`src/rtl/txbuf_cycler.sv`:
```
module txbuf_cycler #(
  parameter int FRAMES = 192
) (
  input  logic       clk,
  input  logic       rst_n,
  input  logic       cs_n,
  input  logic       rd_wr,
  input  logic [4:0] addr,
  input  logic [7:0] wdata,
  output logic [7:0] rdata,
  input  logic       sub_tick,
  output logic       cs_bit,
  output logic       user_bit,
  output logic [3:0] aux_nib,
  output logic [2:0] flags,
  output logic       irq
);
  localparam int NBYTES = 28;
  localparam logic [7:0] LAST = 8'(FRAMES - 1);

  logic [7:0] mem [0:NBYTES-1];
  logic [1:0] mode;
  logic [2:0] mask, flags_q;
  logic       started, sub;
  logic [7:0] frm;
  logic [7:0] cs_sr, u_sr, a_sr;

  wire host_wr = !cs_n && !rd_wr;
  wire realign = host_wr && addr == 5'd1 && wdata[2];
  wire [1:0] emode = (mode == 2'd3) ? 2'd0 : mode;
  wire wrap = frm == LAST && sub;

  logic [7:0] nfrm;
  logic       nsub;
  always_comb begin
    if (!started || wrap) begin
      nfrm = 8'd0; nsub = 1'b0;
    end else if (!sub) begin
      nfrm = frm;  nsub = 1'b1;
    end else begin
      nfrm = frm + 8'd1; nsub = 1'b0;
    end
  end

  wire [4:0] cs_ix = 5'(nfrm[7:3]) + 5'd4;
  wire [4:0] u_ix  = {3'b0, nfrm[3:2]};
  wire [4:0] a_ix  = {1'b0, nfrm[3:0]} + 5'd12;
  wire [7:0] cs_src = (emode == 2'd1 && nfrm >= 8'd64) ? 8'd0 : mem[cs_ix];

  always_ff @(posedge clk or negedge rst_n) begin
    if (!rst_n) begin
      for (int i = 0; i < NBYTES; i++) mem[i] <= '0;
      mode <= '0;
      mask <= '0;
    end else if (host_wr) begin
      if (addr >= 5'd4) mem[addr - 5'd4] <= wdata;
      if (addr == 5'd1) mode <= wdata[1:0];
      if (addr == 5'd2) mask <= wdata[2:0];
    end
  end

  always_ff @(posedge clk or negedge rst_n) begin
    if (!rst_n) begin
      started <= 1'b0;
      frm     <= '0;
      sub     <= 1'b0;
      cs_sr   <= '0;
      u_sr    <= '0;
      a_sr    <= '0;
    end else if (realign) begin
      started <= 1'b0;
      frm     <= '0;
      sub     <= 1'b0;
    end else if (sub_tick) begin
      started <= 1'b1;
      frm     <= nfrm;
      sub     <= nsub;
      if (!nsub && nfrm[2:0] == 3'd0) cs_sr <= cs_src;
      else if (!nsub)                 cs_sr <= {1'b0, cs_sr[7:1]};
      if ({nfrm[1:0], nsub} == 3'd0)  u_sr  <= mem[u_ix];
      else                            u_sr  <= {1'b0, u_sr[7:1]};
      if (!nsub) a_sr <= mem[a_ix];
      else       a_sr <= {4'b0, a_sr[7:4]};
    end
  end

  assign cs_bit   = cs_sr[0];
  assign user_bit = (emode == 2'd2) ? 1'b0 : u_sr[0];
  assign aux_nib  = (emode == 2'd1) ? a_sr[3:0] : 4'd0;

  assign flags[2] = started && frm < 8'd32;
  assign flags[1] = started && ((emode == 2'd1) ? (frm >= 8'd32 && frm < 8'd64) : frm >= 8'd96);
  assign flags[0] = started && frm[3];

  always_ff @(posedge clk or negedge rst_n) begin
    if (!rst_n) flags_q <= '0;
    else        flags_q <= flags;
  end

  assign irq = |((flags ^ flags_q) & mask);

  always_comb begin
    rdata = 8'd0;
    if (!cs_n && rd_wr) begin
      case (addr)
        5'd0:    rdata = {5'd0, flags};
        5'd1:    rdata = {6'd0, mode};
        5'd2:    rdata = {5'd0, mask};
        5'd3:    rdata = 8'd0;
        default: rdata = mem[addr - 5'd4];
      endcase
    end
  end

  assert_pos_steady_R3: assert property (@(posedge clk) disable iff (!rst_n)
    (!sub_tick && !realign) |=> ($stable(frm) && $stable(sub)));

  assert_block_wrap_R3: assert property (@(posedge clk) disable iff (!rst_n)
    (sub_tick && !realign && started && frm == LAST && sub) |=> (frm == 8'd0 && !sub));

  assert_flag_excl_R7: assert property (@(posedge clk) disable iff (!rst_n)
    !(flags[2] && flags[1]));

  assert_irq_masked_R8: assert property (@(posedge clk) disable iff (!rst_n)
    irq |-> (mask != 3'd0));

  assert_realign_R9: assert property (@(posedge clk) disable iff (!rst_n)
    realign |=> (!started && flags == 3'd0));
endmodule

```
`config.mk`:
```
export PLATFORM = sky130hd
export DESIGN_NAME = txbuf_cycler
export DESIGN_NICKNAME = d
export VERILOG_FILES = /design/src/rtl/txbuf_cycler.sv
export SDC_FILE = /design/constraint.sdc
export NUM_CORES = 1
export LEC_CHECK = 0
export ABC_AREA = 0
export BUFFER_PORTS_ARGS = -buffer_cell sky130_fd_sc_hd__buf_2
export CORE_MARGIN = 4
export CORE_UTILIZATION = 50
export CTS_CLUSTER_DIAMETER = 60
export DETAILED_ROUTE_END_ITERATION = 10
export PLACE_DENSITY = 0.73
export SYNTH_ARGS = -nofsm -noshare
export SYNTH_HDL_FRONTEND = slang
export SYNTH_SLANG_ARGS = --single-unit
export TNS_END_PERCENT = 50
```
`constraint.sdc`:
```
create_clock -name clk -period 6.2 [get_ports clk]
set_clock_uncertainty 0.15 [all_clocks]
set_input_delay 0.31 -clock clk [delete_from_list [all_inputs] [get_ports clk]]
set_output_delay 0.31 -clock clk [all_outputs]
set_load 0.01 [all_outputs]
```
==> impl_metrics.py, run 1 <==
metrics = {
    "sta": {
        "rsz0062_at_grt": "false",
        "highest_attainable_clock_frequency_mhz": 229,
        "final_hold_violations": 0,
        "setup_total_neg_slack_ps": 0,
        "worst_slew_pin_slew_ps": 1290,
        "max-slew-margin-rel_pct": 13.4,
        "min_period_ps": 4360,
        "final_critical_path_setup_slack_ps": 1840,
        "period_share_pct": 70.4,
        "finalSetupViolCount": 0,
        "finalMaxSlewViolations": 0,
    },
    "critical_path": {
        "crit_type": "primary input to primary output",
        "cp_num_buf_inv": 3,
        "critical_path.top_delay_family": "buffers and inverters",
        "reg_to_reg_start": "frm[0]",
        "setup.worst_path.start": "addr[2]",
        "cp_cell_sequence": "buf_2 > clkinv_1 > ha_1 > xor2_2 > nor2_1 > nand2_1 > o221ai_1 > a221oi_1 > a21oi_1 > nor2_1 > buf_2",
        "cp_data_arrival_time_ps": 3900,
        "worst_ep_required_time_ps": 5740,
        "crit_fanout": 21,
        "critical-path-slowest-cell": "xor2_2",
        "critical_path.startpoint_type": "primary input",
        "cpPeakStageDelay_ps": 840,
        "cp-end-kind": "primary output",
    },
    "pwr": {
        "power.ir.vdd_worst_v": 0.000362,
        "p_leak_nw": 7.82,
        "power_density_nw_per_um2": 418,
    },
    "logic_synthesis": {
        "postSynthAreaPerCell_um2": 11.2,
        "synthesis.instances": 1517,
        "netlist_area_um2": 17000,
        "netlist_top_cells_area": "dfrtp_1 39%, mux2_2 15%, mux4_2 11%",
        "synth_warnings": 0,
        "ys_ff_latch": 266,
        "synth_cell_types": 71,
        "async_s_r_ff_share_synth_pct": 100,
        "synth-seq-area-share_pct": 39.1,
        "postSynthNetCount": 1542,
        "ys_dominant_reg_cell": "dfrtp_1",
        "synth.largest_area_cell": "dfrtp_1",
        "synth-edff-count": 0,
        "post-synth-top-area-fraction_pct": 39.1,
    },
    "cells_and_area": {
        "nNetsFinal": 1520,
        "post_route_cells_drive_above_1_share_pct": 28.1,
        "synthToLayoutAreaGrowth_pct": 8.24,
        "most_used_cells_in_the_layout_excluding_fill_and_tap_cells": "266 x dfrtp_1, 226 x mux2_2, 175 x nand2_1, 169 x mux2i_1, 83 x mux4_2",
        "n_fill_cell": 2874,
        "most_common_cell_after_layout_fill_and_taps_aside": "dfrtp_1",
        "diodes": 0,
    },
    "global_routing": {
        "antenna_found_initial": 1,
        "first_global_vias": 13200,
        "grt_max_degree": 96,
        "overflow": 0,
        "grtUsageTotal_pct": 29.4,
        "grt_first_pass_wirelength_um": 83200,
    },
    "clock_network": {
        "cts_sinks": 266,
        "numCtsBuffers": 31,
        "cts-htree-levels": 1,
        "worst_skew_pair.late_latency_ps": 580,
        "post_cts_resized": 0,
        "cts_hold_buf": 1,
        "cts-root-buf": "clkbuf_16",
        "postCtsSetupRepairBufs": 0,
        "cts_tree": "done",
        "clk_transition_reported_paths_ps": 60,
        "cts_max_path_buffers": 3,
    },
    "die": {
        "io-pin-count": 36,
        "effective_utilization_at_floorplan_pct": 50.8,
        "floorplan.rows": 67,
        "design.core.area_um2": 33500,
        "fp.dieArea_um2": 37100,
        "die_y_um": 193,
        "dieWidth_um": 193,
    },
    "status": {
        "run_status": "finished, final reports clean",
    },
    "route": {
        "detailroute.via_count": 13500,
        "postRouteWirelength_um": 54400,
        "route.antenna.remaining_nets": 0,
        "remaining_drc_errors": 0,
        "drt_first_iter_violations": 1585,
        "viasPerCell": 6.88,
        "routedWlPerCell_um": 27.7,
        "drt_pre_antenna_iters": 5,
    },
    "placement": {
        "worst_setup_timing_slack_at_the_placement_stage_ps": 1950,
        "total_of_buffers_placed_on_input_and_output_ports": 35,
        "detailed_place_hpwl_um": 36600,
        "finalWeightedCongestion": 0.989,
    },
    "min_path": {
        "worst_hold_startpoint": "sub_tick",
        "hold_path_class": "primary input to flip-flop",
    },
    "job": {
        "timing.max_cap.violations": 0,
    },
}
[cell families after synthesis]
family                   after synthesis  synth area share, %
AO/OA/AOI/OAI                        235                 9.42
AND/OR/NAND/NOR                      380                 10.1
buffers and inverters                134                 3.97
XOR/XNOR                              11                0.566
flip-flops                           266                 39.1
adder cells (fa/ha/maj)                7                0.514
multiplexers                         484                 36.3
[sequential cells by signal (all words and copies together) (netlist names)]
name,flops
a_sr,8
flags_q,3
started,1
mem,224
cs_sr,8
frm,8
mask,3
mode,2
sub,1
u_sr,8
[path summary, 6_finish.rpt]
path	to	slack [ps]	cells after the start
max	rdata[2]	1840	11
min	frm[7]	50	3
max reg2reg	a_sr[2]	2000	11
min reg2reg	u_sr[0]	320	2
max in group asynchronous	mem[137]	4190	3
min in group asynchronous	mem[188]	150	2
[per-stage QoR]
step                      cell area, um^2  hold WS (ps)  util [%]  cells  power, mW
after floorplan                     17000          -136         -   1517       4.79
after global placement              17400           206      51.8   1909       5.67
after detailed placement            17400           211      51.8   1909       5.75
after CTS                           18400          32.4      55.0   1966       7.63
after global routing                18400          36.8      55.0   1966       8.01
final                               18400          48.3      55.0   1966       7.70
[report_power, final]
group / internal, mW / switching [mW]
clock: 1.13 / 0.744
combinational: 1.37 / 2.08
sequential: 2.05 / 0.336
[final cells by class]
type	instances	area [um^2]	area share, %
Tap cell	448	561	3.04
Clock buffer	48	910	4.93
Clock inverter	8	128	0.692
Sequential cell	266	6660	36.1
Inverter	20	75.1	0.407
Multi-Input combinational cell	1117	9710	52.7
Timing Repair Buffer	59	398	2.16
[worst reg2reg max path: stages (launching register included)]
cell and delay (ps):
dfrtp_1 480, ha_1 300, a21boi_0 210, o21a_1 750, inv_1 150, ha_1 580
inv_1 180, nand3_1 310, o22ai_1 150, or4_1 490, a221oi_1 270, a31oi_1 60
[cells in the mapped netlist, drive strengths merged (4+ instances only)]
cell type	number
a22o	5
o21a	4
inv	17
nor2	66
mux2	231
a211oi	26
nand3	61
nor2b	27
a21oi	49
xnor2	5
o21ai	39
nor4	6
a211o	4
a2111oi	7
o22ai	9
and3	6
mux4	83
xor2	6
buf	74
a31oi	21
and2	7
nand4	4
a32oi	8
a22oi	11
a221oi	8
ha	7
nand2	175
mux2i	170
nor3	9
o221ai	4
o211ai	12
clkbuf	40
dfrtp	266
nand2b	6
o22a	4
[routing by layer]
layer | part of all wire [%] | vias to the layer above | GRT usage [%]
li1 | - | 5654 | -
met1 | 40 | 6828 | 41.4
met2 | 45 | 863 | 44.7
met3 | 10 | 174 | 5.64
met4 | 5.1 | 2 | 12.6
met5 | 0.024 | - | 0
No activity file was read; power rests on OpenSTA's default activity.
==> run 2, diff against run 1 <==
==> constraint.sdc (replaced) <==
create_clock -name clk -period 4.14 [get_ports clk]
set_clock_uncertainty 0.15 [all_clocks]
set_input_delay 0.207 -clock clk [delete_from_list [all_inputs] [get_ports clk]]
set_output_delay 0.207 -clock clk [all_outputs]
set_load 0.01 [all_outputs]
==> run 2 against run 1 <==
Sequential share of layout area down 0.91 points. Critical endpoint is now cs_sr[7]. Setup slack got worse by 1400 ps. Cell count increased by 2.2%. Sequential cell count unchanged. Cell area rose by 2.6%. Critical path depth decreased by 1. Critical path type is now flip-flop to flip-flop. Clock power rose by 59%.
==> impl_metrics.py, run 2 (same netlist as run 1, synthesis figures left out) <==
metrics = {
    "status": {
        "run_status": "finished, final reports clean",
    },
    "global_routing": {
        "overflow": 0,
        "first_global_vias": 13100,
        "grt_max_degree": 130,
        "antenna_found_initial": 1,
        "grtUsageTotal_pct": 29.9,
        "grt_first_pass_wirelength_um": 83400,
    },
    "cells_and_area": {
        "final_area_um2": 18900,
        "most_used_cells_in_the_layout_excluding_fill_and_tap_cells": "266 x dfrtp_1, 226 x mux2_2, 175 x nand2_1, 169 x mux2i_1, 83 x mux4_2",
        "most_common_cell_after_layout_fill_and_taps_aside": "dfrtp_1",
        "top_register": "mem",
        "diodes": 0,
        "flip_flop_count_of_the_largest_register_after_layout": 224,
        "finish.utilization_pct": 56.4,
        "synthToLayoutAreaGrowth_pct": 11.0,
        "post_route_cells_drive_above_1_share_pct": 30.3,
        "final_cell_count_no_fill": 2010,
        "nNetsFinal": 1565,
    },
    "placement": {
        "worst_setup_timing_slack_at_the_placement_stage_ps": 444,
        "finalWeightedCongestion": 1.01,
        "detailed_place_hpwl_um": 37800,
        "placement.cell_area_um2": 17700,
        "placed_cells": 1951,
        "total_of_buffers_placed_on_input_and_output_ports": 35,
    },
    "sta": {
        "finalMaxSlewViolations": 0,
        "setup_total_neg_slack_ps": 0,
        "period_share_pct": 89.6,
        "rsz0062_at_grt": "false",
        "final_hold_violations": 0,
        "final_critical_path_setup_slack_ps": 429,
        "worst_slew_pin_slew_ps": 1130,
        "highest_attainable_clock_frequency_mhz": 269,
        "finalSetupViolCount": 0,
        "min_period_ps": 3710,
        "holdWs_ps": 94.8,
        "max-slew-margin-rel_pct": 24.6,
    },
    "clock_network": {
        "numCtsBuffers": 30,
        "cts-htree-levels": 1,
        "cts_sinks": 266,
        "clk_transition_reported_paths_ps": 60,
        "cts_tree": "done",
        "cts-root-buf": "clkbuf_16",
        "cts_max_path_buffers": 3,
        "worst_skew_pair.late_latency_ps": 590,
    },
    "pwr": {
        "power_frac_comb_pct": 44.7,
        "power_switching_mw": 4.82,
        "power.ir.vdd_worst_v": 0.000474,
        "p_leak_nw": 8.11,
        "relative_contribution_of_the_clock_network_to_total_power_pct": 25.1,
        "report.power.total_mw": 11.9,
        "internal_pwr_total_mw": 7.06,
        "power_density_nw_per_um2": 629,
        "sw_frac_of_total_pct": 40.6,
        "power.share.sequential_pct": 30.2,
    },
    "critical_path": {
        "cpPeakStageDelay_ps": 520,
        "critical_path.top_delay_family": "simple AND/OR/NAND/NOR gates",
        "worst_r2r_endpoint": "cs_sr[7]",
        "cp_data_arrival_time_ps": 4050,
        "crit_fanout": 9,
        "cp_num_buf_inv": 1,
        "cp_cell_sequence": "ha_1 > and4_1 > nand4_1 > a21oi_1 > ha_1 > clkinv_1 > and2_1 > a32o_1 > or4_1 > a22o_1",
        "critical_path.startpoint_type": "flip-flop",
        "cp-end-kind": "flip-flop",
        "setup.worst_path.end": "cs_sr[7]",
        "crit_type": "flip-flop to flip-flop",
        "cp_num_cells": 10,
        "reg_to_reg_start": "frm[0]",
        "timing.critical_path.mode_cell": "ha_1",
        "worst-r2r-cell-count": 10,
        "worst_ep_required_time_ps": 4480,
        "reg2reg_setup_slack_ps": 430,
        "critical-path-slowest-cell": "or4_1",
        "setup.worst_path.start": "frm[0]",
    },
    "min_path": {
        "hold_path_class": "primary input to flip-flop",
    },
    "die": {
        "effective_utilization_at_floorplan_pct": 50.8,
        "dieWidth_um": 193,
        "floorplan.rows": 67,
        "die_y_um": 193,
        "io-pin-count": 36,
        "design.core.area_um2": 33500,
        "fp.dieArea_um2": 37100,
    },
    "route": {
        "viasPerCell": 6.74,
        "routedWlPerCell_um": 27.4,
        "drt_pre_antenna_iters": 5,
        "route.antenna.remaining_nets": 0,
        "remaining_drc_errors": 0,
        "detailroute.via_count": 13500,
        "postRouteWirelength_um": 55000,
        "drt_first_iter_violations": 1710,
    },
    "job": {
        "timing.max_cap.violations": 0,
    },
}
==> run 2: cell types whose count changed in the layout (fill, tap and decap cells not counted), moves of 3 or more <==
cell	before	now
buf_12	2	5
clkinv_2	1	5
clkbuf_8	7	3
dlygate4sd3_1	1	5
buf_4	23	62
clkbuf_1	10	2
bufinv_16	3	7
==> run 2: worst register-to-register path: cells and delay by family, from the launching register on <==
family	cells	cell delay, ps
and+or+nand+nor	4	1320
DFF	1	480
adders and majority gates	2	790
AOI/OAI and AO/OA	3	720
buffers and inverters	1	160
==> run 2: worst min-delay path by stage <==
stage             start        to  slack [ps]  cells past startpoint
4_1_cts         addr[1]   mask[2]          70                      3
5_1_grt        wdata[7]   mem[39]         100                      2
3_3_place_gp      rst_n  mem[180]         250                      1
2_1_floorplan     rst_n   a_sr[0]        -240                      0
3_5_place_dp      rst_n  mem[182]         260                      1
6_report        addr[1]   mask[2]          90                      3
==> run 2: cell type report <==
| cell class | instances | area (um^2) |
|---|---|---|
| Clock inverter | 19 | 322 |
| Sequential cell | 266 | 6660 |
| Timing Repair Buffer | 105 | 791 |
| Fill cell | 2849 | 14600 |
| Inverter | 20 | 75.1 |
| Clock buffer | 35 | 800 |
| Multi-Input combinational cell | 1117 | 9710 |
| Tap cell | 448 | 561 |
==> run 2: routing by layer <==
layer / global-route usage, % / vias up / part of all wire [%]
li1: - / 5756 / -
met5: 0 / - / 0
met3: 6.08 / 158 / 9.4
met2: 45.3 / 708 / 44
met1: 42.3 / 6927 / 41
met4: 12.4 / 0 / 4.8
==> run 2: power groups by stage <==
stage                     registers [mW]  logic, mW  clock network (mW)
after floorplan                     3.40       3.77                   0
after global placement              3.58       5.13                   0
after detailed placement            3.61       5.19                   0
after CTS                           3.57       5.21                3.03
after global routing                3.65       5.57                3.13
final                               3.59       5.32                2.98
==> run 2: what timing repair did <==
item / CTS / global route
setup buffers: 0 / 0
endpoints found under the hold margin: 137 / 0
gates resized for setup: 0 / 0
hold buffers: 5 / 0
